===== src/rtl/timer_pkg.sv =====
package timer_pkg;
  typedef enum logic [1:0] {
    TM_ONESHOT = 2'b00,
    TM_FREERUN = 2'b01,
    TM_PULSE   = 2'b10,
    TM_PULSE2  = 2'b11
  } tmode_e;

  localparam logic [1:0] ADR_CNT_LO = 2'd0;
  localparam logic [1:0] ADR_CNT_HI = 2'd1;
  localparam logic [1:0] ADR_CTRL   = 2'd2;
  localparam logic [1:0] ADR_STAT   = 2'd3;

  function automatic logic mode_is_pulse(input logic [1:0] m);
    return m[1];
  endfunction

  function automatic logic mode_is_free(input logic [1:0] m);
    return m == TM_FREERUN;
  endfunction
endpackage


===== src/rtl/pulse_sync.sv =====
module pulse_sync #(
  parameter int STAGES = 2
) (
  input  logic clk,
  input  logic rst_n,
  input  logic pin,
  output logic fall
);
  logic [STAGES:0] sh_q;

  always_ff @(posedge clk) begin
    if (!rst_n) sh_q <= '1;
    else        sh_q <= {sh_q[STAGES-1:0], pin};
  end

  // previous synchronized level high, current synchronized level low
  assign fall = sh_q[STAGES] & ~sh_q[STAGES-1];
endmodule


===== src/rtl/count_core.sv =====
module count_core
  import timer_pkg::*;
#(
  parameter int DATA_W = 8,
  localparam int CNT_W = 2 * DATA_W
) (
  input  logic              clk,
  input  logic              rst_n,
  input  logic              lat_lo_we,
  input  logic              start,
  input  logic [DATA_W-1:0] wdata,
  input  logic [1:0]        mode,
  input  logic              fall,
  output logic [CNT_W-1:0]  cnt_q,
  output logic [CNT_W-1:0]  lat_q,
  output logic              armed_q,
  output logic              tick,
  output logic              tmo
);
  function automatic logic [CNT_W-1:0] step_down(input logic [CNT_W-1:0] c);
    return c - CNT_W'(1);
  endfunction

  function automatic logic [CNT_W-1:0] join_bytes(input logic [DATA_W-1:0] hi,
                                                   input logic [DATA_W-1:0] lo);
    return {hi, lo};
  endfunction

  assign tick = armed_q && (mode_is_pulse(mode) ? fall : 1'b1);
  assign tmo  = tick && (cnt_q == '0) && !start;

  always_ff @(posedge clk) begin
    if (!rst_n) begin
      cnt_q   <= '0;
      lat_q   <= '0;
      armed_q <= 1'b0;
    end else if (start) begin
      lat_q[CNT_W-1:DATA_W] <= wdata;
      cnt_q   <= join_bytes(wdata, lat_q[DATA_W-1:0]);
      armed_q <= 1'b1;
    end else begin
      if (lat_lo_we) lat_q[DATA_W-1:0] <= wdata;
      if (tmo) begin
        if (mode_is_free(mode)) cnt_q <= lat_q;
        else                    armed_q <= 1'b0;
      end else if (tick) begin
        cnt_q <= step_down(cnt_q);
      end
    end
  end
endmodule


===== src/rtl/wave_gen.sv =====
module wave_gen
  import timer_pkg::*;
(
  input  logic       clk,
  input  logic       rst_n,
  input  logic       start,
  input  logic       tmo,
  input  logic [1:0] mode,
  input  logic       wave_en,
  output logic       wave_q,
  output logic       wave_out
);
  always_ff @(posedge clk) begin
    if (!rst_n)     wave_q <= 1'b1;
    else if (start) wave_q <= 1'b0;
    else if (tmo)   wave_q <= mode_is_free(mode) ? ~wave_q : 1'b1;
  end

  assign wave_out = wave_en ? wave_q : 1'b1;
endmodule


===== src/rtl/dual_mode_timer.sv =====
module dual_mode_timer
  import timer_pkg::*;
#(
  parameter int DATA_W  = 8,
  parameter int SYNC_FF = 2,
  localparam int CNT_W  = 2 * DATA_W
) (
  input  logic              clk,
  input  logic              rst_n,
  input  logic              reg_wr,
  input  logic              reg_rd,
  input  logic [1:0]        reg_addr,
  input  logic [DATA_W-1:0] reg_wdata,
  output logic [DATA_W-1:0] reg_rdata,
  input  logic              count_pin,
  output logic              wave_out,
  output logic              irq
);
  logic [2:0]       ctrl_q;
  logic [1:0]       mode;
  logic             wave_en;
  logic             irq_q;
  logic             start, lat_lo_we, ctrl_we, rd_clr;
  logic             fall, tick, tmo, armed, wave_q;
  logic [CNT_W-1:0] cnt_q, lat_q;

  assign mode      = ctrl_q[1:0];
  assign wave_en   = ctrl_q[2];
  assign lat_lo_we = reg_wr && (reg_addr == ADR_CNT_LO);
  assign start     = reg_wr && (reg_addr == ADR_CNT_HI);
  assign ctrl_we   = reg_wr && (reg_addr == ADR_CTRL);
  assign rd_clr    = reg_rd && (reg_addr == ADR_CNT_LO);

  pulse_sync #(.STAGES(SYNC_FF)) u_sync (
    .clk(clk), .rst_n(rst_n), .pin(count_pin), .fall(fall)
  );

  count_core #(.DATA_W(DATA_W)) u_core (
    .clk(clk), .rst_n(rst_n), .lat_lo_we(lat_lo_we), .start(start),
    .wdata(reg_wdata), .mode(mode), .fall(fall), .cnt_q(cnt_q),
    .lat_q(lat_q), .armed_q(armed), .tick(tick), .tmo(tmo)
  );

  wave_gen u_wave (
    .clk(clk), .rst_n(rst_n), .start(start), .tmo(tmo), .mode(mode),
    .wave_en(wave_en), .wave_q(wave_q), .wave_out(wave_out)
  );

  always_ff @(posedge clk) begin
    if (!rst_n) begin
      ctrl_q <= '0;
      irq_q  <= 1'b0;
    end else begin
      if (ctrl_we) ctrl_q <= reg_wdata[2:0];
      if (tmo)                  irq_q <= 1'b1;
      else if (start || rd_clr) irq_q <= 1'b0;
    end
  end

  assign irq = irq_q;

  always_comb begin
    reg_rdata = '0;
    unique case (reg_addr)
      ADR_CNT_LO: reg_rdata = cnt_q[DATA_W-1:0];
      ADR_CNT_HI: reg_rdata = cnt_q[CNT_W-1:DATA_W];
      ADR_CTRL:   reg_rdata[2:0] = ctrl_q;
      ADR_STAT:   reg_rdata[2:0] = {wave_q, armed, irq_q};
      default:    reg_rdata = '0;
    endcase
  end
endmodule


===== config.mk =====
export PLATFORM = sky130hd
export DESIGN_NAME = dual_mode_timer
export DESIGN_NICKNAME = d
export VERILOG_FILES = /design/src/rtl/timer_pkg.sv /design/src/rtl/pulse_sync.sv /design/src/rtl/count_core.sv /design/src/rtl/wave_gen.sv /design/src/rtl/dual_mode_timer.sv
export SDC_FILE = /design/constraint.sdc
export NUM_CORES = 1
export LEC_CHECK = 0
export BUFFER_PORTS_ARGS = -buffer_cell sky130_fd_sc_hd__buf_2
export CORE_MARGIN = 5
export CORE_UTILIZATION = 55
export CTS_CLUSTER_SIZE = 30
export DETAILED_ROUTE_END_ITERATION = 6
export HOLD_SLACK_MARGIN = 0.06
export PLACE_DENSITY = 0.75
export SLEW_MARGIN = 20
export SYNTH_ARGS = -nofsm -noshare
export SYNTH_HDL_FRONTEND = slang
export SYNTH_SLANG_ARGS = --single-unit

===== constraint.sdc =====
create_clock -name clk -period 6.7 [get_ports clk]
set_input_delay 1.34 -clock clk [delete_from_list [all_inputs] [get_ports clk]]
set_output_delay 1.34 -clock clk [all_outputs]
set_load 0.03 [all_outputs]

== After elaboration in Yosys (flattened, before gate mapping) ==
Cells that the tools add are included.
Word-level totals
  register bits: 41
  bits of input ports: 15
  output and inout port bits: 10
  logic and storage cells: 52
Operators by class
  $add $sub $neg: 1
  eq/ne operators: 6
  mux-type cells: 16
  bitwise logic cells: 4
  reduce and logical (&&, ||, !) cells: 17
Operator list (number)
  $mux W16: 4
  $logic_not A16 Y1: 1
  $sub A16 B1 Y16 const B: 1
  $pmux W3 S4: 1
  $mux W1: 10
  $pmux W5 S2: 1
  $logic_and A1 B1 Y1: 7
  $reduce_and A2 Y1: 3
  $eq A2 B1 Y1 const B: 2
  $eq A2 B2 Y1 const B: 2
  $reduce_bool A2 Y1: 2
  $ne A3 B2 Y1 const B: 1
  $not A1 Y1: 3
  $reduce_bool A3 Y1: 1
  $logic_not A2 Y1: 1
  $ne A2 B2 Y1 const B: 1
  $and A1 B1 Y1: 1
  $logic_not A1 Y1: 1
  $logic_or A1 B1 Y1: 1

== Depth between registers and ports, before layout ==
  depth after elaboration: 8
  gate-level depth with buffers: 8
  depth with buffers taken out: 7

== By module ==
A second synthesis with hierarchy kept.
Second synthesis, totals
  cells, all modules: 274
  area total of the unflattened synthesis: 2229.6 um2
By module, submodules not included
  count_core: times used 1, cells an instance 226, area each 1745.4 um2, sequential area each 660.6 um2
  dual_mode_timer: times used 1, cells an instance 36, area each 346.6 um2, sequential area each 80.1 um2
  pulse_sync: times used 1, cells an instance 7, area each 85.1 um2, sequential area each 60.1 um2
  wave_gen: times used 1, cells an instance 5, area each 52.6 um2, sequential area each 20.0 um2

== Worst setup path before layout ==
No wires, ideal clock.
  path type: input -> output
  from: input reg_addr[0]
  to: output reg_rdata[0]
  arrival time: 2.424 ns
  required time: 5.360 ns
  slack: 2.936 ns
  stages on the path: 2
  path buffers: 1
  cells stage by stage: buf_1 -> mux4_2
Between the ends
  longest elaborated chain between the ends: 2
  elaborated cells on any way between the ends: 5
  classes of those cells: eq/ne: 3; mux: 1; reduce/logical: 1
Ends and longest elaborated chain
  start: declaration: line dual_mode_timer.sv:12  | input logic [1:0] reg_addr,
  $eq A2 B2 Y1, or another cell as far along: line dual_mode_timer.sv:64  | unique case (reg_addr)
  $pmux W3 S4 (*): line dual_mode_timer.sv:64
  end: declaration: line dual_mode_timer.sv:14  | output logic [DATA_W-1:0] reg_rdata,
Mark *: on every way between the ends. The rest lies on a longest branch, timed or not.

== Final worst setup path ==
  from: input reg_addr[0]
  to: output reg_rdata[1]
Same word-level chain as after synthesis.

==> results.sh <==
export IMPL_synth_most_common_cell="dfxtp_1"
export IMPL_crit_chain="buf_2 > mux4_2 > buf_2"
export IMPL_syn_cell_area_sq_um=2385
export IMPL_async_flop_share=0
export IMPL_yosysUniqueCellTypes=55
export IMPL_max_freq_mhz=270.2
export IMPL_cp_common_cell="buf_2"
export IMPL_synthTopCellsByArea="dfxtp_1, mux2i_1, nand2_1, nor2_1, a21oi_1"
export IMPL_synthMuxAreaShare=0.1254
export IMPL_syn_avg_cell_area_sq_um=8.427
export IMPL_cap_violations=0
export IMPL_portBuffers=24
export IMPL_fin_tns_setup_ps=0
export IMPL_critPathTopFamily="multiplexers"
export IMPL_critPathSlowestCell="mux4_2"
export IMPL_antenna_found_initial=0
export IMPL_status="complete, no violations"
export IMPL_drt_wl_total_microns=6778
export IMPL_finalCritPeriodShare=0.5524
export IMPL_finalCriticalPeriod_ps=3701
export IMPL_coreArea_sq_um=4294
export IMPL_cp_required_ps=5360
export IMPL_slowest_delay_ps=540
export IMPL_crit_path_end_kind="output pin"
export IMPL_dp_hpwl_microns=4912
export IMPL_pre_cts_ws_ps=2990
export IMPL_fin_nets=317
export IMPL_drive_gt1_frac=0.1572
export IMPL_multi_input_area_sq_um=1465
export IMPL_cts_root_buffer="clkbuf_8"
export IMPL_ys_seq_area_frac=0.3442
export IMPL_synth_compound_area_frac=0.2204
export IMPL_dr_total_vias=2313
export IMPL_synth_edff_count=0
export IMPL_htreeDepth=2
export IMPL_cts_sinks=41
export IMPL_cts_resized=0
export IMPL_synthFlopType="dfxtp_1"
export IMPL_cts_tree="built"
export IMPL_yosys_top_cells_count="dfxtp_1, nand2_1, nor2_1, mux2i_1, a21oi_1"
export IMPL_cts_buffers=5
export IMPL_power_density_nw_per_um2=309.2
export IMPL_rows=24
export IMPL_cp_max_fo=13
export IMPL_yosys_area_share_adder=0.01049
export IMPL_grt_max_degree=24
export IMPL_synth_nets=300
export IMPL_antenna_left=0
export IMPL_diodes=0
export IMPL_ys_warn_count=0
export IMPL_critical_path_arrival_ps=2360
export IMPL_netlist_instances=283
export IMPL_areaGrowthSynthToFinish_pct=8.290
export IMPL_postCtsHoldBufs=0
export IMPL_first_iter_violations=304
export IMPL_grt_overflow=0
export IMPL_seq_area_sq_um=820.8
export IMPL_drt_vias_per_instance=6.590
export IMPL_rsz0062_at_grt="false"
export IMPL_timing_slew_headroom=0.3258
export IMPL_setup_viol=0
export IMPL_cts_setup_buffers=0
export IMPL_fillers=399
export IMPL_ys_ff_latch=41
export IMPL_total_leakage_power_nw=1.028
export IMPL_dr_pass1_iters=7
export IMPL_cp_start_kind="input pin"
export IMPL_crit_buf_inv=2
export IMPL_tightest_slew_ps=1007
export IMPL_die_area_sq_um=5753
export IMPL_dieWidth_microns=75.85
export IMPL_post_drt_wl_per_cell_microns=19.31
export IMPL_criticalPathCategory="input pin to output pin"
export IMPL_vdd_drop_max_mv=0.1669
export IMPL_utilization=0.6014
export IMPL_maxSlewViolCount=0
export IMPL_synth_top_area_share=0.3442
export IMPL_finalWorstSetupSlack_ps=2999
export IMPL_grt_usage=0.2503
export IMPL_synth_xor_area_frac=0
export IMPL_yosysTopAreaCell="dfxtp_1"
export IMPL_drc_errors=0
export IMPL_initial_core_util=0.5554
export IMPL_synth_simple_area_share=0.2581
export IMPL_gp_congestion=0.9425
export IMPL_insertion_delay_ps=290
export IMPL_grt_pass1_wl_microns=10790
export IMPL_fp_dieH_microns=75.85
export IMPL_fin_skew_ps=4.946
export IMPL_io_pins=25
export IMPL_hold_viol=0
export IMPL_hp_class="flip-flop to flip-flop"
export IMPL_synth_top_family_by_area="simple AND/OR/NAND/NOR gates"
export IMPL_clk_path_buf_depth=2
export IMPL_grt_pass1_vias=2145
export IMPL_clkSlewWorstSetupHoldPaths_ps=80
## cells in the final DEF (no fill, tap or decap), types with 6 or more instances in the layout
cell type,n
a211oi_1,6
o21ai_0,7
a21oi_1,18
nor2_1,33
mux2i_1,22
dfxtp_1,41
o22ai_1,7
nand2b_1,6
a31oi_1,6
or3_1,6
inv_1,6
buf_2,24
nand2_1,35
## report_power, final
part           internal (mW)  switching, mW  total, mW
registers              0.264         0.0336      0.297
clock network         0.0686         0.0814      0.150
logic                  0.135          0.216      0.351
## registers in the layout (all words and copies together), names as in the netlist
register	count
u_core.lat_q	16
u_core.cnt_q	16
u_core.armed_q	1
u_sync.sh_q	3
ctrl_q	3
irq	1
u_wave.wave_q	1
## worst register-to-register path: cells and delay by family, from the launching register on
family / cells / cell delay (ps)
and+or+nand+nor: 2 / 840
AOI/OAI and AO/OA: 3 / 1110
DFF: 1 / 430
## path summary, 6_finish.rpt
check | from | end | slack (ps) | depth (start not counted)
min reg2reg | u_sync.sh_q[0] | u_sync.sh_q[1] | 420 | 1
max reg2reg | u_core.cnt_q[6] | u_core.cnt_q[1] | 4230 | 5
max | reg_addr[0] | reg_rdata[1] | 3000 | 3
min | u_sync.sh_q[0] | u_sync.sh_q[1] | 420 | 1
## per-stage QoR
stage          cells  hold WS (ps)  instance area [sq um]  power [mW]
2_1_floorplan    283         386.3                   2385      0.5711
3_3_place_gp     345         394.7                   2509      0.6443
3_5_place_dp     345         400.7                   2509      0.6430
4_1_cts          351         418.9                   2582      0.7912
5_1_grt          351         448.3                   2582      0.8440
6_report         351         418.2                   2582      0.7986
## per-layer routing
layer / vias to the layer above / wire length, microns / share of wire / global-route usage
li1: 1097 / - / - / -
met1: 1093 / 2964 / 0.44 / 0.3467
met2: 110 / 3074 / 0.45 / 0.3850
met3: 13 / 586 / 0.086 / 0.04881
met4: 0 / 152 / 0.022 / 0.09126
met5: - / 0 / 0 / 0
## kinds of logic after synthesis
family,count (synthesis)
flip-flops,41
AND/OR/NAND/NOR,118
AO/OA/AOI/OAI,74
buffers and inverters,22
multiplexers,26
adder cells (fa/ha/maj),2
## cell type report
| cell class | count | area share |
|---|---|---|
| flip-flops and latches | 41 | 0.3178 |
| repair buffers | 26 | 0.05233 |
| inverters | 6 | 0.008721 |
| clock buffers | 5 | 0.02665 |
| well taps | 52 | 0.02519 |
| multi-input cells | 220 | 0.5673 |
| clock inverters | 1 | 0.001938 |
Power figures use the tool's default switching activity.
